<file path="src/rtl/errq_pkg.sv">
package errq_pkg;
  localparam int ERRQ_DEPTH_DEF  = 20;
  localparam int ERRQ_CODE_W_DEF = 16;
  localparam int ERRQ_OVF_CODE   = -350;

  // Outcome of a push request in one cycle
  typedef enum logic [1:0] {
    PUSH_NONE  = 2'd0,
    PUSH_STORE = 2'd1,
    PUSH_MARK  = 2'd2,
    PUSH_DROP  = 2'd3
  } push_act_e;
endpackage

</file>
<file path="src/rtl/errq_ctrl.sv">
module errq_ctrl
  import errq_pkg::*;
(
  input  logic      clk,
  input  logic      rst_n,
  input  logic      push_i,
  input  logic      pop_i,
  input  logic      clr_i,
  input  logic      full_i,
  input  logic      empty_i,
  input  logic      tail_is_mark_i,
  output logic      do_pop_o,
  output push_act_e act_o
);
  logic full_push;

  always_comb begin
    do_pop_o  = pop_i && !empty_i && !clr_i;
    full_push = push_i && !clr_i && full_i && !do_pop_o;
    act_o     = PUSH_NONE;
    if (push_i && !clr_i) begin
      if (!full_push)         act_o = PUSH_STORE;
      else if (tail_is_mark_i) act_o = PUSH_DROP;
      else                    act_o = PUSH_MARK;
    end
  end

  // nothing is removed from an empty queue
  p_no_pop_empty_r6: assert property (@(posedge clk) disable iff (!rst_n)
    empty_i |-> !do_pop_o);
  // a clear suppresses every other action
  p_clr_wins_r7: assert property (@(posedge clk) disable iff (!rst_n)
    clr_i |-> (act_o == PUSH_NONE && !do_pop_o));
endmodule

</file>
<file path="src/rtl/errq_ptrs.sv">
module errq_ptrs #(
  parameter int DEPTH = 20,
  localparam int PTR_W = $clog2(DEPTH),
  localparam int CNT_W = $clog2(DEPTH + 1)
) (
  input  logic             clk,
  input  logic             rst_n,
  input  logic             clr_i,
  input  logic             push_i,
  input  logic             pop_i,
  input  logic             adv_tail_i,
  input  logic             adv_head_i,
  output logic [PTR_W-1:0] head_o,
  output logic [PTR_W-1:0] tail_o,
  output logic [PTR_W-1:0] last_o,
  output logic [CNT_W-1:0] cnt_o,
  output logic             full_o,
  output logic             empty_o
);
  localparam logic [PTR_W-1:0] TOP_IDX = PTR_W'(DEPTH - 1);
  localparam logic [CNT_W-1:0] FULL_CNT = CNT_W'(DEPTH);

  function automatic logic [PTR_W-1:0] ptr_next(input logic [PTR_W-1:0] p);
    return (p == TOP_IDX) ? '0 : p + 1'b1;
  endfunction

  function automatic logic [PTR_W-1:0] ptr_prev(input logic [PTR_W-1:0] p);
    return (p == '0) ? TOP_IDX : p - 1'b1;
  endfunction

  logic [PTR_W-1:0] head_q, tail_q;
  logic [CNT_W-1:0] cnt_q;

  always_ff @(posedge clk or negedge rst_n) begin
    if (!rst_n) begin
      head_q <= '0;
      tail_q <= '0;
      cnt_q  <= '0;
    end else if (clr_i) begin
      head_q <= '0;
      tail_q <= '0;
      cnt_q  <= '0;
    end else begin
      if (adv_tail_i) tail_q <= ptr_next(tail_q);
      if (adv_head_i) head_q <= ptr_next(head_q);
      case ({adv_tail_i, adv_head_i})
        2'b10:   cnt_q <= cnt_q + 1'b1;
        2'b01:   cnt_q <= cnt_q - 1'b1;
        default: cnt_q <= cnt_q;
      endcase
    end
  end

  assign head_o  = head_q;
  assign tail_o  = tail_q;
  assign last_o  = ptr_prev(tail_q);
  assign cnt_o   = cnt_q;
  assign full_o  = (cnt_q == FULL_CNT);
  assign empty_o = (cnt_q == '0);

  // occupancy never exceeds the depth
  p_cnt_bound_r1: assert property (@(posedge clk) disable iff (!rst_n)
    cnt_q <= FULL_CNT);
  // a full queue with a push and no pop stays full
  p_ovf_stays_full_r3: assert property (@(posedge clk) disable iff (!rst_n)
    (full_o && push_i && !pop_i && !clr_i) |=> full_o);
  // a clear leaves the queue empty
  p_clear_empties_r7: assert property (@(posedge clk) disable iff (!rst_n)
    clr_i |=> (cnt_q == '0));
  // a simultaneous push and pop on a full queue keeps it full
  p_swap_full_r9: assert property (@(posedge clk) disable iff (!rst_n)
    (full_o && push_i && pop_i && !clr_i) |=> full_o);
  // push and pop together on a partial queue keep the count
  p_swap_partial_r10: assert property (@(posedge clk) disable iff (!rst_n)
    (!empty_o && !full_o && push_i && pop_i && !clr_i) |=> $stable(cnt_q));
endmodule

</file>
<file path="src/rtl/errq_store.sv">
module errq_store #(
  parameter int DEPTH  = 20,
  parameter int CODE_W = 16,
  localparam int PTR_W = $clog2(DEPTH)
) (
  input  logic              clk,
  input  logic              rst_n,
  input  logic              we_i,
  input  logic [PTR_W-1:0]  widx_i,
  input  logic [CODE_W-1:0] wdata_i,
  input  logic [PTR_W-1:0]  head_idx_i,
  input  logic [PTR_W-1:0]  last_idx_i,
  output logic [CODE_W-1:0] head_word_o,
  output logic [CODE_W-1:0] last_word_o
);
  logic [CODE_W-1:0] slot_q [DEPTH];

  for (genvar g = 0; g < DEPTH; g++) begin : g_slot
    always_ff @(posedge clk or negedge rst_n) begin
      if (!rst_n)                                    slot_q[g] <= '0;
      else if (we_i && (widx_i == PTR_W'(g)))        slot_q[g] <= wdata_i;
    end
  end

  assign head_word_o = slot_q[head_idx_i];
  assign last_word_o = slot_q[last_idx_i];
endmodule

</file>
<file path="src/rtl/errq_top.sv">
module errq_top
  import errq_pkg::*;
#(
  parameter int DEPTH    = ERRQ_DEPTH_DEF,
  parameter int CODE_W   = ERRQ_CODE_W_DEF,
  parameter int OVF_CODE = ERRQ_OVF_CODE
) (
  input  logic              clk,
  input  logic              rst_n,
  input  logic              clr_i,
  input  logic              push_vld_i,
  input  logic [CODE_W-1:0] push_code_i,
  input  logic              pop_i,
  output logic [CODE_W-1:0] head_code_o,
  output logic              not_empty_o
);
  localparam int PTR_W = $clog2(DEPTH);
  localparam int CNT_W = $clog2(DEPTH + 1);
  localparam logic [CODE_W-1:0] OVF_BITS = CODE_W'(OVF_CODE);

  // Named internal events for the assertions
  logic              ev_pop;
  push_act_e         ev_act;
  logic              ev_store, ev_mark;
  logic [PTR_W-1:0]  head_idx, tail_idx, last_idx, widx;
  logic [CNT_W-1:0]  cnt;
  logic              full, empty, tail_is_mark, we;
  logic [CODE_W-1:0] wdata, head_word, last_word;

  assign tail_is_mark = (last_word == OVF_BITS);
  assign ev_store     = (ev_act == PUSH_STORE);
  assign ev_mark      = (ev_act == PUSH_MARK);

  errq_ctrl u_ctrl (
    .clk            (clk),
    .rst_n          (rst_n),
    .push_i         (push_vld_i),
    .pop_i          (pop_i),
    .clr_i          (clr_i),
    .full_i         (full),
    .empty_i        (empty),
    .tail_is_mark_i (tail_is_mark),
    .do_pop_o       (ev_pop),
    .act_o          (ev_act)
  );

  errq_ptrs #(.DEPTH(DEPTH)) u_ptrs (
    .clk        (clk),
    .rst_n      (rst_n),
    .clr_i      (clr_i),
    .push_i     (push_vld_i),
    .pop_i      (pop_i),
    .adv_tail_i (ev_store),
    .adv_head_i (ev_pop),
    .head_o     (head_idx),
    .tail_o     (tail_idx),
    .last_o     (last_idx),
    .cnt_o      (cnt),
    .full_o     (full),
    .empty_o    (empty)
  );

  assign we    = ev_store || ev_mark;
  assign widx  = ev_mark ? last_idx : tail_idx;
  assign wdata = ev_mark ? OVF_BITS : push_code_i;

  errq_store #(.DEPTH(DEPTH), .CODE_W(CODE_W)) u_store (
    .clk         (clk),
    .rst_n       (rst_n),
    .we_i        (we),
    .widx_i      (widx),
    .wdata_i     (wdata),
    .head_idx_i  (head_idx),
    .last_idx_i  (last_idx),
    .head_word_o (head_word),
    .last_word_o (last_word)
  );

  assign head_code_o = empty ? '0 : head_word;
  assign not_empty_o = !empty;

  // an overflow leaves the marker in the youngest slot
  p_mark_written_r3: assert property (@(posedge clk) disable iff (!rst_n)
    (ev_act == PUSH_MARK) |=> (last_word == OVF_BITS && full));
  // the oldest entry is untouched by an overflow
  p_head_kept_r4: assert property (@(posedge clk) disable iff (!rst_n)
    (ev_act == PUSH_MARK) |=> $stable(head_word));
  // a dropped push changes neither tail nor occupancy
  p_drop_silent_r5: assert property (@(posedge clk) disable iff (!rst_n)
    (ev_act == PUSH_DROP) |=> ($stable(cnt) && $stable(tail_idx)));
  // an empty queue reads as the no-error code
  p_empty_reads_zero_r6: assert property (@(posedge clk) disable iff (!rst_n)
    !not_empty_o |-> (head_code_o == '0));
  // popping the only entry drops the flag
  p_flag_falls_r8: assert property (@(posedge clk) disable iff (!rst_n)
    (cnt == CNT_W'(1) && pop_i && !push_vld_i && !clr_i) |=> !not_empty_o);
  // a push and pop together on a full queue never write the marker
  p_no_mark_on_swap_r9: assert property (@(posedge clk) disable iff (!rst_n)
    (full && pop_i && push_vld_i) |-> (ev_act != PUSH_MARK));
endmodule

</file>
<file path="config.mk">
export PLATFORM = sky130hd
export DESIGN_NAME = errq_top
export DESIGN_NICKNAME = d
export VERILOG_FILES = /design/src/rtl/errq_pkg.sv /design/src/rtl/errq_ctrl.sv /design/src/rtl/errq_ptrs.sv /design/src/rtl/errq_store.sv /design/src/rtl/errq_top.sv
export SDC_FILE = /design/constraint.sdc
export NUM_CORES = 1
export LEC_CHECK = 0
export BUFFER_PORTS_ARGS = -buffer_cell sky130_fd_sc_hd__buf_2
export CAP_MARGIN = 20
export CORE_MARGIN = 2
export CORE_UTILIZATION = 45
export CTS_CLUSTER_DIAMETER = 200
export DETAILED_ROUTE_END_ITERATION = 6
export PLACE_DENSITY = 0.69
export SETUP_SLACK_MARGIN = 0.3
export SLEW_MARGIN = 10
export SYNTH_ARGS = -nofsm -noshare
export SYNTH_HDL_FRONTEND = slang
export SYNTH_SLANG_ARGS = --single-unit
</file>
<file path="constraint.sdc">
create_clock -name clk -period 5.3 [get_ports clk]
set_clock_uncertainty 0.2 [all_clocks]
set_input_delay 0.265 -clock clk [delete_from_list [all_inputs] [get_ports clk]]
set_output_delay 0.265 -clock clk [all_outputs]
set_load 0.005 [all_outputs]
</file>
After elaboration in Yosys (flattened, before gate mapping)
Cells that the tools add are included.
{"block": "totals", "regBits": 335, "in_bits": 21, "out_inout_bits": 17}
{"block": "op_classes", "n_addsub": 5, "n_lt_le_gt_ge": 2, "n_eq_ne": 27, "n_mux": 21, "bitwise": 2, "n_reduce_logical": 35}
{"cell": "binary-select mux 16 bit (select 5 bit)", "count": 2}
{"cell": "2-to-1 mux 16 bit", "count": 6}
{"cell": "2-to-1 mux 5 bit", "count": 9}
{"cell": "== test 5 x 4 -> 1 bit (second input constant)", "count": 8}
{"cell": "== test 5 bit (second input constant)", "count": 7}
{"cell": "logical AND 1 bit", "count": 25}
{"cell": "== test 5 x 3 -> 1 bit (second input constant)", "count": 4}
{"cell": "== test 16 bit (second input constant)", "count": 1}
{"cell": "adder 5 x 1 -> 5 bit (second input constant)", "count": 3}
{"cell": "zero test 5 bit", "count": 3}
{"cell": ">= comparator 6 bit (second input constant)", "count": 2}
{"cell": "inverter 5 -> 6 bit", "count": 2}
{"cell": "== test 5 x 2 -> 1 bit (second input constant)", "count": 2}
{"cell": "case mux 5 bit (2 select lines)", "count": 1}
{"cell": "subtractor 5 x 1 -> 5 bit (second input constant)", "count": 2}
{"cell": "== test 5 x 1 -> 1 bit (second input constant)", "count": 1}
{"cell": "== test 2 x 1 -> 1 bit (second input constant)", "count": 2}
{"cell": "== test 2 bit (second input constant)", "count": 2}
{"cell": "2-to-1 mux 2 bit", "count": 2}
{"cell": "nonzero test 2 bit", "count": 2}
{"cell": "zero test 1 bit", "count": 3}
{"cell": "nonzero test 3 bit", "count": 1}
{"cell": "logical OR 1 bit", "count": 1}
{"cell": "2-to-1 mux 1 bit", "count": 1}

Longest topological paths before layout
Gate-level depths: netlist of run 1.
{"block": "depth", "word_depth": 14, "depth_mapped": 19}

Hierarchy
Synthesis of run 1 repeated with hierarchy kept, for this count alone.
{"block": "hier_totals", "hier_cells": 1397, "hier_area_um2": 18954.4}
{"mod": "errq_store", "instances": 1, "cells_per_inst": 1230, "area_each_um2": 17581.9, "seq_area_each_um2": 8007.7}
{"mod": "errq_ptrs", "instances": 1, "cells_per_inst": 110, "area_each_um2": 964.7, "seq_area_each_um2": 375.4}
{"mod": "errq_top", "instances": 1, "cells_per_inst": 51, "area_each_um2": 357.8, "seq_area_each_um2": 0.0}
{"mod": "errq_ctrl", "instances": 1, "cells_per_inst": 6, "area_each_um2": 50.0, "seq_area_each_um2": 0.0}

Worst setup path before layout of run 1
OpenSTA, ideal clock, no wires.
{"block": "synth_path", "kind": "reg2reg", "startpoint": "reg u_ptrs.tail_q[0], in the netlist u_ptrs.tail_o[0]", "endpoint": "reg u_store.slot_q[150] in the netlist's numbering", "setup_time_ns": 0.127, "arrival_time_ns": 4.048, "required_time_ns": 4.973, "path_slack_ns": 0.924, "stages_incl_launch_ff": 17, "path_buffers": 5, "synth_period_minus_slack_ns": 4.376, "path_cell_list": "dfrtp_1 buf_2 inv_1 buf_2 ha_1 or4b_1 buf_2 nand2_4 buf_4 mux4_2 o32ai_1 nand3_1 o21ai_4 mux2i_2 nand2_2 buf_6 mux2_1"}
{"block": "synth_via", "elab_chain_cells": 14}
{"element": "start, declared", "line": "errq_ptrs.sv:31", "source": "logic [PTR_W-1:0] head_q, tail_q;"}
{"element": "start signal, assigned", "line": "errq_ptrs.sv:44", "source": "if (adv_tail_i) tail_q <= ptr_next(tail_q);"}
{"element": "subtractor 5 x 1 -> 5 bit / zero test 5 bit (equally long branches)", "line": "errq_ptrs.sv:28", "source": "return (p == '0) ? TOP_IDX : p - 1'b1;"}
{"element": "2-to-1 mux 5 bit", "line": "errq_ptrs.sv:28"}
{"element": "inverter 5 -> 6 bit (not written as such)", "line": "errq_store.sv:26", "source": "assign last_word_o = slot_q[last_idx_i];"}
{"element": "binary-select mux 16 bit (select 5 bit)", "line": "errq_store.sv:26"}
{"element": "2-to-1 mux 16 bit (not written as such) (2 in a row)", "line": "errq_store.sv:26"}
{"element": "== test 16 bit", "line": "errq_top.sv:30", "source": "assign tail_is_mark = (last_word == OVF_BITS);"}
{"element": "2-to-1 mux 1 bit", "line": "errq_ctrl.sv:23", "source": "else if (tail_is_mark_i) act_o = PUSH_DROP;"}
{"element": "2-to-1 mux 2 bit", "line": "errq_ctrl.sv:22", "source": "if (!full_push) act_o = PUSH_STORE;"}
{"element": "2-to-1 mux 2 bit", "line": "errq_ctrl.sv:21", "source": "if (push_i && !clr_i) begin"}
{"element": "== test 2 bit", "line": "errq_top.sv:32", "source": "assign ev_mark = (ev_act == PUSH_MARK);"}
{"element": "2-to-1 mux 5 bit", "line": "errq_top.sv:64", "source": "assign widx = ev_mark ? last_idx : tail_idx;"}
{"element": "== test 5 x 4 -> 1 bit", "line": "errq_store.sv:21", "source": "else if (we_i && (widx_i == PTR_W'(g))) slot_q[g] <= wdata_i;"}
{"element": "logical AND 1 bit", "line": "errq_store.sv:21"}
{"element": "end signal, assigned by index", "line": "errq_store.sv:21"}
{"element": "end, declared", "line": "errq_store.sv:16", "source": "logic [CODE_W-1:0] slot_q [DEPTH];"}
Several ways; a longest one is shown, not always the timed one. The select of a mux whose other input is x is not followed.
A chain may end at the register's enable or synchronous reset.

Worst setup path in the final report of run 1
{"block": "layout_path", "startpoint": "reg u_ptrs.tail_q[1], in the netlist u_ptrs.tail_o[1]", "endpoint": "reg u_store.slot_q[108] in the netlist's numbering"}
Same word-level chain as after synthesis.

==> results of run 1 <==
[metal layers]
layer	part of all wire	up-vias	track usage
met5	0	-	0
met4	0.039	0	0.0978
met3	0.096	125	0.0598
met2	0.45	695	0.373
met1	0.41	6588	0.342
li1	-	5470	-
[worst max-delay path, cell delays in order, from the launching register on]
cell and delay, ns:
dfrtp_1 0.54, inv_1 0.17, ha_2 0.35, nand2b_1 0.26
buf_4 0.22, o21a_1 0.35, o311ai_0 0.38, a21oi_1 0.15
nor4_1 0.34, o2111ai_1 0.28, o21ai_4 0.22, buf_12 0.18
mux2i_4 0.42, nand2_4 0.31, mux2_2 0.36
[placed cells by master (no fill, tap or decap), drive strengths merged, types with 7 or more instances in the layout]
cell type      n
mux2         256
and2           8
a31oi         44
o311ai         9
mux4         104
nand4         12
nand2         96
nor2b         10
o21ai         27
nor4          12
nor4bb        14
dfrtp        335
dlygate4sd3   17
a21oi         38
mux2i          9
a31o          23
nand2b        23
inv           59
nor2         108
buf           79
nand3         21
nor3          22
nor3b          7
clkbuf        58
o31ai          7
o211ai        11
[worst max-delay path by stage]
stage / startpoint / to / slack [ns]
finish: u_ptrs.tail_o[1] / u_store.slot_q[108] / 0.41
global route: u_ptrs.tail_o[1] / u_store.slot_q[250] / 0.27
CTS: u_ptrs.tail_o[1] / u_store.slot_q[217] / 0.34
detailed placement: u_ptrs.tail_o[1] / u_store.slot_q[217] / 0.16
global placement: u_ptrs.tail_o[1] / u_store.slot_q[222] / 0.22
floorplan: u_ptrs.tail_o[0] / u_store.slot_q[150] / 0.92
[where the power goes]
group	internal, mW	total [mW]	switching, mW
Sequential	2.77	3.08	0.311
Clock	1.56	2.59	1.03
Combinational	0.836	1.72	0.880
[logic make-up after synthesis]
kind of cell / Yosys count / synth area share
muxes: 369 / 0.297
and+or+nand+nor: 356 / 0.104
DFF: 335 / 0.463
AOI/OAI and AO/OA: 206 / 0.0812
buffers and inverters: 165 / 0.0451
xor gates and xnor gates: 10 / 0.00483
adders and majority gates: 7 / 0.00525
[through the flow]
step	setup slack (ns)	util
2_1_floorplan	0.924	-
3_5_place_dp	0.157	0.471
3_3_place_gp	0.220	0.470
5_1_grt	0.266	0.511
4_1_cts	0.343	0.507
6_report	0.413	0.511
[repair_timing]
| item | 4_1_cts | 5_1_grt |
|---|---|---|
| endpoints found under the hold margin | 109 | 0 |
| resized for setup | 2 | 24 |
| hold buffers | 17 | 0 |
| pin swaps | 1 | 0 |
| endpoints found under the setup margin | 208 | 218 |
| buffers inserted | 3 | 0 |
[sequential cells by signal, summed over array words and instances, names as in the netlist]
name,cells
u_store.slot_q,320
u_ptrs.cnt_o,5
u_ptrs.head_o,5
u_ptrs.tail_o,5
[area by class of cell]
type | instances | area [µm²]
clock buffers | 58 | 1170
clock inverters | 8 | 73.8
fillers | 3388 | 19400
inverters | 60 | 225
multi-input cells | 948 | 9050
flip-flops and latches | 335 | 8390
well taps | 525 | 657
repair buffers | 96 | 748
==> run_results.csv, run 1 <==
group,metric,value,unit
synth,ys_async_sr_fraction,1.00,
clocking,htreeDepth,2,
critical_path,start_kind,"flip-flop",
finish,antennaDiodeCount,0,
critical_path,critPathMaxFanout,16,
hold_path,hold_end,"u_store.slot_q[2]",
sta,hold_slack,-0.0000417,ns
die,row_count,73,
pwr,powerDensity,364,nW/µm²
placed_design,place_inst,1941,
synth,ys_ff_latch,335,
clocking,cts.path.max_buffers,3,
drt,drc,0,
die,die_x,205,µm
hold_path,min_path_type,"in2reg",
grt,grt_pass1_wl,78900,µm
sta,fmax,205,MHz
die,die_area,41900,µm²
placed_design,placed_area,18700,µm²
drt,routed_wl,50800,µm
synth,ys.flop_type,"dfrtp_1",
finish,final_nets,1506,
pwr,vdd.ir_drop.worst,239,µV
clocking,clock_latency,0.52,ns
sta,maxSlewViolCount,0,
placed_design,portBuffers,37,
grt,grt_pass1_vias,12900,
sta,rsz0062_at_grt,"no",
finish,drive_gt1_frac,0.379,
die,io_pins,38,
sta,setup_viol,0,
synth,synth_edf_count,0,
outcome,outcome,"complete, but fails checks",
sta,fin_crit_sh,0.922,
sta,hold_viol,1,
synth,synth_common_cells,"dfrtp_1 (335), mux2_2 (235), nor2_1 (106), mux4_2 (103), nand2_1 (79)",
grt,grt_max_degree,184,
critical_path,reg2reg_depth,14,
drt,drt-pass1-iter-count,6,
drt,drtIter0Drc,1413,
clocking,clk_pin_slew_worst_paths,0.06,ns
synth,synth_top_area_cell,"dfrtp_1",
critical_path,endpoint_kind,"flip-flop",
synth,yosysWarnings,0,
sta,slew_headroom,0.298,
sta,worst_slew_pin_slew,1.05,ns
synth,synthTopCellsByArea,"dfrtp_1 (46%), mux2_2 (15%), mux4_2 (13%)",
hold_path,hold_depth,4,
drt,ant_nets,0,
drt,via_per_inst,6.34,
sta,final.setup.tns,0,ns
critical_path,r2r-end,"u_store.slot_q[108]",
pwr,finalPower,7.39,mW
finish,stdcell_count,2030,
hold_path,hold_start,"push_code_i[2]",
critical_path,critPathRequiredTime,5.50,ns
critical_path,r2r_start,"u_ptrs.tail_o[1]",
placed_design,routabilityCongestion,0.984,
critical_path,worstSetupPathType,"reg2reg",
die,core_area,39700,µm²
drt,wl_per_cell,25.0,µm
critical_path,ff2ff_setup_slack,0.41,ns
clocking,root_buffer,"clkbuf_16",
clocking,cts_buffers,37,
grt,grt_usage,0.246,
clocking,clock_sinks,335,
die,initial_core_util,0.456,
synth,syn_nets,1476,
clocking,cts_tree,"done",
die,dieHeight,205,µm
drt,vias,12900,
synth,synthCells,1448,
pwr,p_leak,9.35,nW
synth,seq_area_frac_synth,0.463,
synth,synth_most_common_cell,"dfrtp_1",
synth,syn_area,18100,µm²
outcome,violations,"hold timing",
sta,fin_crit,4.89,ns
critical_path,arrival,5.09,ns
synth,netlist.area_leader.share,0.463,
synth,yosys.cell_types.count,82,
finish,design_area,20300,µm²
grt,antenna_found_initial,0,
grt,grt_overflow,0,
finish,syn_to_final_growth,12.1,%
synth,avgSynthCellArea,12.5,µm²
job,maxCapViolCount,0,
placed_design,dp.final_hpwl,33900,µm
Note: power is estimated with default switching activity, not from simulation.
==> run 2: changes to the inputs <==
- SYNTH_HIERARCHICAL: unset -> 1
==> run 2 against run 1 <==
Effect of this change: the run ends with setup timing left; critical path depth up 8; core utilization up 3.1 points; routed wire length up 4.4%; synthesized cell count down 3.5%; maximum frequency down 8.0%; register-to-register slack worse by 0.42 ns; clock power up 3%; via count down 2.2%; final cell count up 0.39%; largest cell class unchanged.
==> run_results.csv, run 2 <==
group,metric,value,unit
placed_design,placed_area,20200,µm²
critical_path,cpMostUsedCell,"buf_12",
critical_path,r2r-end,"u_store/slot_q[80]",
synth,synth_common_cells,"dfrtp_1 (335), mux2_2 (293), mux2i_1 (164), mux4_2 (96), a22oi_1 (65)",
critical_path,ff2ff_setup_slack,-0.01,ns
synth,synth_edf_count,0,
critical_path,crit_chain,"inv_2, ha_4, nand2_4, o21ai_4, buf_6, buf_12, mux4_2, mux2i_2, o221ai_1, or4b_1, nor4_2, inv_1, a311oi_2, inv_1, ha_4, mux2_4, nand2b_4, buf_12, nor3b_4, and3_4, buf_12, mux2_2",
placed_design,dp.final_hpwl,31800,µm
die,initial_core_util,0.454,
critical_path,worstSetupPathType,"reg2reg",
die,io_pins,38,
clocking,clock_latency,0.55,ns
hold_path,min_path_type,"in2async",
sta,setup_viol,12,
synth,yosysWarnings,6,
grt,grt_max_degree,176,
synth,synth_top_area_cell,"dfrtp_1",
critical_path,slowest_delay,0.52,ns
finish,antennaDiodeCount,0,
clocking,cts_buffers,38,
drt,wl_per_cell,26.0,µm
die,die_x,209,µm
synth,syn_area,19000,µm²
drt,drt-pass1-iter-count,5,
drt,routed_wl,53000,µm
grt,grt_usage,0.240,
drt,drc,0,
critical_path,crit_buf_inv,7,
finish,mostFrequentLayoutCells,"dfrtp_1 (332), mux2_2 (221), mux2i_1 (160)",
job,maxCapViolCount,0,
pwr,powerDensity,280,nW/µm²
sta,fin_crit,5.31,ns
die,die_area,43800,µm²
clocking,cts.path.max_buffers,3,
grt,antenna_found_initial,1,
drt,drtIter0Drc,1166,
synth,ys_ff_latch,335,
die,core_area,41800,µm²
synth,synth_most_common_cell,"dfrtp_1",
clocking,clk_pin_slew_worst_paths,0.07,ns
synth,yosys.cell_types.count,60,
critical_path,start_kind,"flip-flop",
sta,slew_headroom,0.334,
drt,vias,12600,
placed_design,portBuffers,37,
finish,largest_reg_flops,320,
synth,syn_nets,1425,
sta,maxSlewViolCount,0,
finish,syn_to_final_growth,19.5,%
synth,synthTopCellsByArea,"dfrtp_1 (44%), mux2_2 (17%), mux4_2 (11%)",
critical_path,critPathMaxFanout,16,
placed_design,routabilityCongestion,0.920,
grt,grt_pass1_vias,13000,
sta,fmax,188,MHz
critical_path,critical_path.top_delay_family,"multiplexers",
sta,worst_slew_pin_slew,0.999,ns
sta,fin_crit_sh,1.00,
clocking,cts_tree,"done",
sta,setup_ws,-0.0107,ns
finish,layout_commonest_cell,"dfrtp_1",
synth,synthCells,1397,
pwr,vdd.ir_drop.worst,158,µV
critical_path,endpoint_kind,"flip-flop",
critical_path,critPathRequiredTime,5.52,ns
sta,hold_viol,0,
clocking,root_buffer,"clkbuf_16",
grt,grt_overflow,0,
sta,rsz0062_at_grt,"yes",
sta,final.setup.tns,-0.0384,ns
die,dieHeight,209,µm
synth,ys_async_sr_fraction,1.00,
pwr,finalPower,6.34,mW
synth,ys.flop_type,"dfrtp_1",
pwr,p_leak,10.6,nW
drt,via_per_inst,6.18,
outcome,violations,"setup timing",
grt,grt_pass1_wl,79800,µm
finish,regMostFlops,"u_store/slot_q",
drt,ant_nets,0,
critical_path,arrival,5.53,ns
critical_path,r2r_start,"u_ptrs/tail_o[0]",
critical_path,critical_path.slowest_cell,"mux4_2",
outcome,outcome,"complete, but fails checks",
synth,seq_area_frac_synth,0.442,
clocking,clock_sinks,335,
critical_path,reg2reg_depth,22,
clocking,htreeDepth,2,
synth,netlist.area_leader.share,0.442,
finish,design_area,22700,µm²
critical_path,cp.depth,22,
synth,avgSynthCellArea,13.6,µm²
finish,drive_gt1_frac,0.478,
die,row_count,75,
finish,final_nets,1499,
[run 2: cell types whose count changed after synthesis, moves of 18 or more]
cell / delta
nor2b_1: +26
a22oi_1: +63
nor2_1: -83
clkbuf_1: +18
a21oi_1: -29
o221ai_1: +32
mux2_2: +58
mux2i_1: +158
nand2_1: -71
a31oi_1: -43
buf_4: +23
a31o_2: -22
[run 2: power by group]
group          switching (mW)  internal, mW  total, mW
Sequential              0.107          2.66       2.77
Combinational           0.468         0.430      0.898
Clock                    1.09          1.58       2.67
[run 2: final cells by class]
cell class | count | area, µm²
fillers | 3289 | 19100
multi-input cells | 880 | 10200
flip-flops and latches | 335 | 8390
repair buffers | 169 | 1970
clock buffers | 54 | 1120
well taps | 539 | 674
inverters | 47 | 179
clock inverters | 14 | 148
[run 2: worst min-delay path, stage by stage]
cell and delay, ns:
dlygate4sd3_1 0.56, buf_8 0.15, buf_12 0.19
[run 2: worst max path at each step]
| stage | startpoint | endpoint | slack [ns] |
|---|---|---|---|
| 2_1_floorplan | u_ptrs/tail_o[0] | u_store/slot_q[10] | 0.22 |
| 3_3_place_gp | u_ptrs/tail_o[0] | u_store/slot_q[94] | 0.11 |
| 3_5_place_dp | u_ptrs/tail_o[0] | u_store/slot_q[100] | 0.08 |
| 4_1_cts | u_ptrs/tail_o[0] | u_store/slot_q[88] | 0.11 |
| 5_1_grt | u_ptrs/tail_o[0] | u_store/slot_q[80] | -0.28 |
| 6_report | u_ptrs/tail_o[0] | u_store/slot_q[80] | -0.01 |
[run 2: per-layer routing]
layer  vias up  routed length [µm]  track usage
met3       121                3300       0.0332
met2       428               25700        0.396
met4         0                2020       0.0958
met5         -                   0            0
li1       5393                   -            -
met1      6652               22000        0.321
[run 2: cells by family after synthesis]
family,Yosys count,synth area share
compound gates,123,0.0496
buf+inv,182,0.0488
xor+xnor,8,0.00370
fa+ha+maj,7,0.00462
mux,586,0.398
flops,335,0.442
simple gates,156,0.0527
[run 2: metrics by stage]
| step | utilization | hold slack [ns] | setup WS (ns) | cells |
|---|---|---|---|---|
| 6_report | 0.543 | 0.0743 | -0.0107 | 2038 |
| 3_5_place_dp | 0.484 | -0.0605 | 0.0797 | 1924 |
| 4_1_cts | 0.533 | 0.0792 | 0.110 | 2030 |
| 3_3_place_gp | 0.484 | -0.0627 | 0.110 | 1924 |
| 5_1_grt | 0.543 | 0.0928 | -0.278 | 2038 |
| 2_1_floorplan | - | -0.231 | 0.216 | 1397 |
[run 2: repair_timing]
action,CTS,global route
cloned,8,4
endpoints found under the setup margin,321,324
resized for setup,67,62
buffers inserted,27,4
hold buffers,3,0
pin swaps,2,6
endpoints found under the hold margin,246,0
